==> src/rtl/addrwin_pkg.sv <==
package addrwin_pkg;

   localparam int unsigned NUM_FLAGS = 4;

   typedef enum logic [1:0] {
      FLG_TX  = 2'd0,
      FLG_RX  = 2'd1,
      FLG_ARB = 2'd2,
      FLG_NAK = 2'd3
   } flag_idx_e;

   typedef enum logic {
      SEL_ADDR = 1'b0,
      SEL_CTRL = 1'b1
   } reg_sel_e;

   localparam int unsigned CTRL_EN_BIT = 0;
   localparam int unsigned CTRL_IE_BIT = 1;

   typedef struct packed {
      logic irq_en;
      logic enable;
   } ctrl_t;

endpackage

==> src/rtl/addrwin_regs.sv <==
module addrwin_regs
   import addrwin_pkg::*;
#(
   parameter int unsigned        BYTE_W     = 8,
   parameter logic [BYTE_W-1:0]  RESET_ADDR = 8'hA0
) (
   input  logic              clk,
   input  logic              rst_n,
   input  logic              wr_en,
   input  logic              wr_sel,
   input  logic [BYTE_W-1:0] wr_data,
   output logic [BYTE_W-2:0] stored_addr,
   output logic              ext_mode,
   output ctrl_t             ctrl
);
   localparam int unsigned ADDR_W = BYTE_W - 1;

   logic [BYTE_W-1:0] addr_q;
   ctrl_t             ctrl_q;

   generate
      if (BYTE_W < 2) begin : g_bad_width
         $error("addrwin_regs: BYTE_W must be at least 2");
      end
   endgenerate

   always_ff @(posedge clk or negedge rst_n) begin
      if (!rst_n) begin
         addr_q <= RESET_ADDR;
      end else if (wr_en && (wr_sel == SEL_ADDR)) begin
         addr_q <= wr_data;
      end
   end

   always_ff @(posedge clk or negedge rst_n) begin
      if (!rst_n) begin
         ctrl_q <= '0;
      end else if (wr_en && (wr_sel == SEL_CTRL)) begin
         ctrl_q.enable <= wr_data[CTRL_EN_BIT];
         ctrl_q.irq_en <= wr_data[CTRL_IE_BIT];
      end
   end

   assign stored_addr = addr_q[BYTE_W-1 -: ADDR_W];
   assign ext_mode    = addr_q[0];
   assign ctrl        = ctrl_q;

   AST_ADDR_WRITE_LANDS: assert property (@(posedge clk) disable iff (!rst_n)
      (wr_en && wr_sel == SEL_ADDR) |=> ({stored_addr, ext_mode} == $past(wr_data)));

   AST_CTRL_KEEPS_UNWRITTEN: assert property (@(posedge clk) disable iff (!rst_n)
      !(wr_en && wr_sel == SEL_CTRL) |=> $stable(ctrl));

endmodule

==> src/rtl/addrwin_cmp.sv <==
module addrwin_cmp #(
   parameter int unsigned ADDR_W    = 7,
   parameter int unsigned WIN_BITS  = 4,
   parameter bit          GC_ENABLE = 1'b1
) (
   input  logic [ADDR_W-1:0] stored_addr,
   input  logic              ext_mode,
   input  logic [ADDR_W-1:0] rx_addr,
   output logic              hit,
   output logic              gcall
);
   localparam int unsigned LOW_BITS = ADDR_W - WIN_BITS;

   logic [ADDR_W-1:0] bit_ok;
   logic              own_hit;
   logic              gc_hit;

   generate
      if (WIN_BITS < 1 || WIN_BITS > ADDR_W) begin : g_bad_win
         $error("addrwin_cmp: WIN_BITS must lie in 1..ADDR_W");
      end

      for (genvar i = 0; i < ADDR_W; i++) begin : g_bit
         if (i >= LOW_BITS) begin : g_always
            assign bit_ok[i] = (stored_addr[i] == rx_addr[i]);
         end else begin : g_masked
            assign bit_ok[i] = ext_mode | (stored_addr[i] == rx_addr[i]);
         end
      end

      if (GC_ENABLE) begin : g_gc
         assign gc_hit = ext_mode & (rx_addr == '0);
      end else begin : g_no_gc
         assign gc_hit = 1'b0;
      end
   endgenerate

   assign own_hit = &bit_ok;
   assign hit     = own_hit | gc_hit;
   assign gcall   = gc_hit;

   always_comb begin
      if (gcall) begin
         AST_GC_ONLY_EXT: assert (ext_mode && hit);
      end
   end

endmodule

==> src/rtl/addrwin_session.sv <==
module addrwin_session (
   input  logic clk,
   input  logic rst_n,
   input  logic enable,
   input  logic stb,
   input  logic bus_start,
   input  logic bus_stop,
   input  logic hit_in,
   input  logic gc_in,
   input  logic dir_in,
   output logic hit_q,
   output logic gc_q,
   output logic dir_q
);
   logic clear_now;

   assign clear_now = !enable || bus_start || bus_stop;

   always_ff @(posedge clk or negedge rst_n) begin
      if (!rst_n) begin
         hit_q <= 1'b0;
         gc_q  <= 1'b0;
         dir_q <= 1'b0;
      end else if (clear_now) begin
         hit_q <= 1'b0;
         gc_q  <= 1'b0;
         dir_q <= 1'b0;
      end else if (stb) begin
         hit_q <= hit_in;
         gc_q  <= hit_in & gc_in;
         dir_q <= hit_in & dir_in;
      end
   end

   AST_EVENT_CLEARS: assert property (@(posedge clk) disable iff (!rst_n)
      (bus_start || bus_stop) |=> !hit_q && !gc_q && !dir_q);

   AST_HOLD_STABLE: assert property (@(posedge clk) disable iff (!rst_n)
      (enable && !stb && !bus_start && !bus_stop) |=> $stable(hit_q) && $stable(gc_q));

   AST_GC_IMPLIES_HIT: assert property (@(posedge clk) disable iff (!rst_n)
      gc_q |-> hit_q);

   AST_DIR_IMPLIES_HIT: assert property (@(posedge clk) disable iff (!rst_n)
      dir_q |-> hit_q);

endmodule

==> src/rtl/addrwin_irq.sv <==
module addrwin_irq #(
   parameter int unsigned NFLAGS = 4
) (
   input  logic              clk,
   input  logic              rst_n,
   input  logic              enable,
   input  logic              irq_en,
   input  logic [NFLAGS-1:0] set_i,
   input  logic [NFLAGS-1:0] clr_i,
   output logic [NFLAGS-1:0] flags,
   output logic              irq
);
   generate
      if (NFLAGS < 1) begin : g_bad_flags
         $error("addrwin_irq: NFLAGS must be at least 1");
      end
      for (genvar f = 0; f < NFLAGS; f++) begin : g_flag
         always_ff @(posedge clk or negedge rst_n) begin
            if (!rst_n) begin
               flags[f] <= 1'b0;
            end else if (!enable) begin
               flags[f] <= 1'b0;
            end else if (set_i[f]) begin
               flags[f] <= 1'b1;
            end else if (clr_i[f]) begin
               flags[f] <= 1'b0;
            end
         end
      end
   endgenerate

   assign irq = irq_en & (|flags);

   AST_FLAGS_OFF_WHEN_DISABLED: assert property (@(posedge clk) disable iff (!rst_n)
      !enable |=> (flags == '0));

   AST_SET_WINS: assert property (@(posedge clk) disable iff (!rst_n)
      (enable && set_i[0] && clr_i[0]) |=> flags[0]);

   AST_IRQ_MASKED: assert property (@(posedge clk) disable iff (!rst_n)
      !irq_en |-> !irq);

endmodule

==> src/rtl/i2c_addr_window_match.sv <==
module i2c_addr_window_match
   import addrwin_pkg::*;
#(
   parameter int unsigned        BYTE_W     = 8,
   parameter int unsigned        WIN_BITS   = 4,
   parameter bit                 GC_ENABLE  = 1'b1,
   parameter logic [BYTE_W-1:0]  RESET_ADDR = 8'hA0
) (
   input  logic              clk,
   input  logic              rst_n,
   input  logic              reg_wr,
   input  logic              reg_sel,
   input  logic [BYTE_W-1:0] reg_wdata,
   input  logic [BYTE_W-1:0] addr_byte,
   input  logic              addr_stb,
   input  logic              bus_start,
   input  logic              bus_stop,
   input  logic [NUM_FLAGS-1:0] evt_set,
   input  logic [NUM_FLAGS-1:0] evt_clr,
   output logic              addr_ack,
   output logic              addr_hit,
   output logic              gen_call,
   output logic              xfer_read,
   output logic              irq
);
   localparam int unsigned ADDR_W = BYTE_W - 1;

   logic [ADDR_W-1:0]    stored_addr;
   logic                 ext_mode;
   ctrl_t                ctrl;
   logic                 cmp_hit;
   logic                 cmp_gc;
   logic [NUM_FLAGS-1:0] flags;

   addrwin_regs #(
      .BYTE_W     (BYTE_W),
      .RESET_ADDR (RESET_ADDR)
   ) u_regs (
      .clk         (clk),
      .rst_n       (rst_n),
      .wr_en       (reg_wr),
      .wr_sel      (reg_sel),
      .wr_data     (reg_wdata),
      .stored_addr (stored_addr),
      .ext_mode    (ext_mode),
      .ctrl        (ctrl)
   );

   addrwin_cmp #(
      .ADDR_W    (ADDR_W),
      .WIN_BITS  (WIN_BITS),
      .GC_ENABLE (GC_ENABLE)
   ) u_cmp (
      .stored_addr (stored_addr),
      .ext_mode    (ext_mode),
      .rx_addr     (addr_byte[BYTE_W-1:1]),
      .hit         (cmp_hit),
      .gcall       (cmp_gc)
   );

   addrwin_session u_session (
      .clk       (clk),
      .rst_n     (rst_n),
      .enable    (ctrl.enable),
      .stb       (addr_stb),
      .bus_start (bus_start),
      .bus_stop  (bus_stop),
      .hit_in    (cmp_hit),
      .gc_in     (cmp_gc),
      .dir_in    (addr_byte[0]),
      .hit_q     (addr_hit),
      .gc_q      (gen_call),
      .dir_q     (xfer_read)
   );

   addrwin_irq #(
      .NFLAGS (NUM_FLAGS)
   ) u_irq (
      .clk    (clk),
      .rst_n  (rst_n),
      .enable (ctrl.enable),
      .irq_en (ctrl.irq_en),
      .set_i  (evt_set),
      .clr_i  (evt_clr),
      .flags  (flags),
      .irq    (irq)
   );

   assign addr_ack = addr_stb & ctrl.enable & cmp_hit;

   AST_ACK_NEEDS_STROBE: assert property (@(posedge clk) disable iff (!rst_n)
      !addr_stb |-> !addr_ack);

   AST_ACK_CAPTURED: assert property (@(posedge clk) disable iff (!rst_n)
      (addr_ack && !bus_start && !bus_stop) |=> addr_hit);

   AST_DISABLED_NO_ACK: assert property (@(posedge clk) disable iff (!rst_n)
      !ctrl.enable |-> !addr_ack);

   AST_DISABLED_DROPS_HIT: assert property (@(posedge clk) disable iff (!rst_n)
      !ctrl.enable |=> !addr_hit && !gen_call);

endmodule

==> config.mk <==
export PLATFORM = sky130hd
export DESIGN_NAME = i2c_addr_window_match
export DESIGN_NICKNAME = d
export VERILOG_FILES = /design/src/rtl/addrwin_pkg.sv /design/src/rtl/addrwin_regs.sv /design/src/rtl/addrwin_cmp.sv /design/src/rtl/addrwin_session.sv /design/src/rtl/addrwin_irq.sv /design/src/rtl/i2c_addr_window_match.sv
export SDC_FILE = /design/constraint.sdc
export NUM_CORES = 1
export LEC_CHECK = 0
export BUFFER_PORTS_ARGS = -buffer_cell sky130_fd_sc_hd__buf_2
export CORE_MARGIN = 8
export CORE_UTILIZATION = 46
export DETAILED_ROUTE_END_ITERATION = 10
export HOLD_SLACK_MARGIN = 0.05
export PLACE_DENSITY = 0.78
export SETUP_SLACK_MARGIN = 0.1
export SYNTH_ARGS = -nofsm -noshare
export SYNTH_HDL_FRONTEND = slang
export SYNTH_SLANG_ARGS = --single-unit
==> constraint.sdc <==
create_clock -name clk -period 2.71 [get_ports clk]
set_input_delay 0.542 -clock clk [delete_from_list [all_inputs] [get_ports clk]]
set_output_delay 0.542 -clock clk [all_outputs]
set_load 0.01 [all_outputs]
-- Word-level counts from Yosys, hierarchy flattened
Index checks and enable logic that the tools add are counted.
- bits in registers: 17
- latch bits: 0
- memory bits (writable): 0
- ROM bits: 0
- bits of input ports: 31
- output and inout port bits: 5
- logic and storage cells: 59
- memories kept: 0
- add/subtract/negate cells: 0
- multiply operators: 0
- divide/modulo/power cells: 0
- $lt $le $gt $ge: 0
- equal/unequal tests: 11
- shift operators: 0
- multiplexer cells: 18
- bitwise operators: 11
- reductions and logical operators: 9
- operator list (cell ; count):
    1-bit 2-to-1 mux ; 18
    3-bit != test, second input constant ; 4
    1-bit equality test ; 7
    7-bit logical NOT ; 1
    7-bit AND reduction ; 1
    1-bit bitwise AND ; 6
    1-bit bitwise OR ; 4
    4-bit OR reduction ; 1
    1-bit logical AND ; 2
    1-bit logical OR ; 2
    2-bit nonzero test ; 1
    1-bit logical NOT ; 1
    1-bit inverter ; 1

-- Logic depth before layout (Yosys ltp)
- depth in word-level cells: 7
- depth in mapped cells: 4
- gate-level depth less buffers: 4

-- Hierarchy
From an unflattened synthesis, not the netlist that was laid out.
- cells, all modules: 62
- area, all modules: 839.6 um2
- modules (own cells, without submodules) (module ; times used ; cells an instance ; area an instance (um2) ; seq. area each (um2)):
    addrwin_regs ; 1 ; 23 ; 424.2 ; 252.7
    addrwin_irq ; 1 ; 13 ; 166.4 ; 100.1
    addrwin_session ; 1 ; 12 ; 140.1 ; 75.1
    addrwin_cmp ; 1 ; 13 ; 102.6 ; 0.0
    i2c_addr_window_match ; 1 ; 1 ; 6.3 ; 0.0

-- Least setup slack after synthesis
No wires, ideal clock.
- path kind: input-to-output
- start point: in addr_byte[7]
- end point: out addr_ack
- arrival time: 1.255 ns
- required time: 2.168 ns
- slack: 0.913 ns
- stages on the path: 3
- buffers on the path: 0
- cells stage by stage: xor2_1 > nor4_4 > o2111a_1
- cells in the longest elaborated chain, start to end: 4
- elaborated cells between the ends (all ways): 6
- classes of those cells: 1 x eq/ne; 3 x bitwise; 2 x reduce/logical
- ends and longest elaborated chain (what ; RTL line ; RTL):
    start: declaration ; i2c_addr_window_match.sv:14 ; input logic [BYTE_W-1:0] addr_byte,
    1-bit equality test or 7-bit logical NOT (tied branches) ; addrwin_cmp.sv:25, addrwin_cmp.sv:32 ;
    7-bit AND reduction or 1-bit bitwise AND (tied branches) ; addrwin_cmp.sv:38, addrwin_cmp.sv:32 ;
    1-bit bitwise OR (*) ; addrwin_cmp.sv:39 ; assign hit = own_hit | gc_hit;
    1-bit bitwise AND (*) ; i2c_addr_window_match.sv:89 ; assign addr_ack = addr_stb & ctrl.enable & cmp_hit;
    end: declaration ; i2c_addr_window_match.sv:20 ; output logic addr_ack,
Mark *: on every way between the ends. The rest lies on a longest branch, timed or not.

-- Worst setup path in the final report
- start point: reg u_regs.addr_q[7]
- end point: out addr_ack
- cells in the longest elaborated chain, start to end: 4
- ends and longest elaborated chain (what ; RTL line ; RTL):
    start: declaration ; addrwin_regs.sv:18 ; logic [BYTE_W-1:0] addr_q;
    start signal: assignment ; addrwin_regs.sv:31 ; addr_q <= wr_data;
    1-bit equality test ; addrwin_cmp.sv:25 ; assign bit_ok[i] = (stored_addr[i] == rx_addr[i]);
    7-bit AND reduction ; addrwin_cmp.sv:38 ; assign own_hit = &bit_ok;
    1-bit bitwise OR ; addrwin_cmp.sv:39 ;
    1-bit bitwise AND ; i2c_addr_window_match.sv:89 ;
Every way passes these cells.

==> key figures <==
Pwr
  • Comb pwr share: 0.200
  • Internal: 0.406 mW
  • Overall Power: 0.551 mW
  • PD cells: 533 mW/mm^2
  • Register share of total power: 0.559
  • Switching Share: 0.264
  • Switching pwr: 0.145 mW
  • Maximum VDD drop: 0.000312 V
  • Clock network fraction of design power: 0.241
  • LEAKAGE: 0.509 nW

Global route
  • Total gr overflow: 0
  • Vias in the first global route: 655
  • First-pass GRT wire length: 2990 um
  • GRT Total Usage: 0.115
  • Initial antenna violation count: 0
  • Largest net degree at the start of global routing: 18

Finish
  • N_diodes: 0
  • Most frequent cells in the layout: buf_2 (35), dfrtp_1 (15), mux2_2 (10)
  • Layout net count: 135
  • Post-Layout Inst Area: 0.00103 mm^2
  • Core occupancy in the finished layout: 0.612
  • Finished Layout Cells: 120
  • Area growth syn-to-layout: 26.9%
  • Layout cell share with drive strength beyond 1: 0.524
  • Commonest non-fill, non-tap cell in the layout: buf_2
  • Layout fillers: 158

Critical path
  • FF-to-FF setup slack: 1470 ps
  • Critical path class: register to output port
  • CP Data Required Time: 2170 ps
  • Crit path capture type: output port
  • Slowest cell delay on critical path: 550 ps
  • Worst EP arrival: 1620 ps
  • Critical path peak fanout: 3
  • Slowest CP cell: dfstp_2
  • Critical path launch point type: register
  • Cell Chain, Critical Path: xor2_1 -> nor4_4 -> o2111a_1 -> buf_2

Floorplan
  • Io pins: 36
  • Core area: 0.00169 mm^2
  • Starting Density: 0.482
  • Die area: 0.00337 mm^2
  • FP Rows: 15
  • Die X: 58.1 um
  • Die Y: 58.1 um

Timing
  • Final period utilization: 0.797
  • Max Freq: 463 MHz
  • Max Slew Vio Count: 0
  • Final setup viols: 0
  • Final worst slack: 549 ps
  • Max-Slew Margin vs Limit: 0.521
  • Setup Total Neg Slack: 0 ps
  • Post-layout min period: 2160 ps
  • Setup Skew: 1.78 ps
  • Worst hold margin: 149 ps
  • Fin. Hold Viols: 0
  • RSZ-0062 raised after global routing: false
  • Tightest Pin Transition: 717 ps

CTS
  • Clock sink count: 17
  • Clk_lat worst skew: 290 ps
  • Clock transition at path regs: 90 ps
  • CTS tree: done
  • CTS Root Cell: clkbuf_4
  • H-tree depth: 1
  • Setup bufs post-CTS: 0
  • CTS resizes: 0
  • Num CTS Buffers: 3
  • Max clock buf depth: 2
  • Hold_buf cts: 0

Routing
  • Vias after detailed routing: 638
  • Drt drc: 0
  • Antenna viol nets, final: 0
  • Initial DRC Count: 13
  • Wire length after detailed routing: 1770 um
  • First-pass DRT Iterations: 4
  • WL/cell: 14.7 um
  • Via density: 5.32

Synth
  • Count of unique library cells instantiated by Yosys: 20
  • Syn Area/Cell: 12.5 um^2
  • Sequential share of the synthesized area: 0.525
  • Synth area leader: dfrtp_1
  • Synth area leaders: dfrtp_1 (46%), mux2_2 (14%), dfstp_2 (6.5%), nor2b_1 (4.6%), xor2_1 (4.3%)
  • Seq cells post-synth: 17
  • Mapped Cells: 65
  • Post-Syn Area: 815 um^2
  • Top cell type's share of synthesized area: 0.461
  • Synthesis Warnings: 0
  • Syn_nets: 96

Min path
  • Min-Delay Path Class: input pin to async pin

Placed design
  • Dpl cell area: 0.00101 mm^2
  • Post-DP HPWL: 1510 um
  • Buffers added on ports: 35
  • Final RePlAce weighted congestion: 0.733
  • Inst Count DP: 116
  • Worst Setup Slack post-DPL: 627 ps

Run
  • Max_cap viols: 0

Outcome
  • Status: complete, no violations
-- state kept, by name, indices dropped and copies added (netlist names) --
| signal | flops |
|---|---|
| u_session.dir_q | 1 |
| u_session.gc_q | 1 |
| u_regs.addr_q | 8 |
| u_irq.flags | 4 |
| u_regs.ctrl | 2 |
| u_session.hit_q | 1 |
-- kinds of logic (layout without fill, tap and decap cells) --
family	after synthesis	in the layout	synth area share
AO/OA/AOI/OAI	7	7	0.0753
buffers and inverters	1	39	0.00614
flip-flops	17	17	0.525
multiplexers	10	10	0.138
XOR/XNOR	7	7	0.0753
AND/OR/NAND/NOR	23	23	0.180
-- power by group through the flow --
stage	Clock, mW	Combinational, mW	Sequential [mW]
6_report	0.133	0.110	0.308
4_1_cts	0.138	0.112	0.309
3_5_place_dp	0	0.112	0.314
3_3_place_gp	0	0.108	0.312
5_1_grt	0.147	0.121	0.312
2_1_floorplan	0	0.0721	0.306
-- worst max-delay path: cells and delay by family, from the launching register on --
family,cells,cell delay [ps]
XOR/XNOR,1,90
AO/OA/AOI/OAI,1,220
AND/OR/NAND/NOR,1,330
buffers and inverters,1,140
flip-flops,1,550
-- path summary, 6_finish.rpt --
| path | start | end | cells after the start |
|---|---|---|---|
| max | u_regs.addr_q[7] | addr_ack | 4 |
| min | rst_n | u_regs.addr_q[1] | 1 |
| max reg2reg | u_regs.addr_q[7] | u_session.dir_q | 4 |
| min reg2reg | u_session.dir_q | u_session.dir_q | 2 |
| max in group asynchronous | rst_n | u_regs.addr_q[5] | 1 |
| min in group clk | evt_set[1] | u_irq.flags[1] | 2 |
-- cell usage after synthesis (all sizes together) --
master and instances:
a31o 1, dfrtp 15, xnor2 3, nand2 6, nor3b 1, nor2 1
o21a 4, nor4 2, buf 1, and2 1, nand4 1, and4b 1
dfstp 2, mux2 10, nor2b 6, o41a 1, o2111a 1, nand3 4
xor2 4
-- routing by layer --
| metal | global-route usage | share of wire |
|---|---|---|
| met5 | 0 | 0 |
| met1 | 0.113 | 0.37 |
| met4 | 0.0524 | 0.0045 |
| met3 | 0.0618 | 0.10 |
| met2 | 0.194 | 0.52 |
-- area by class of cell --
type / count / area [um^2] / share of cell area
clock inverters: 1 / 5.00 / 0.00484
well taps: 17 / 21.3 / 0.0206
repair buffers: 35 / 175 / 0.169
clock buffers: 3 / 22.5 / 0.0218
flip-flops and latches: 17 / 428 / 0.414
multi-input cells: 47 / 382 / 0.369
(Power assumes the default switching activity.)
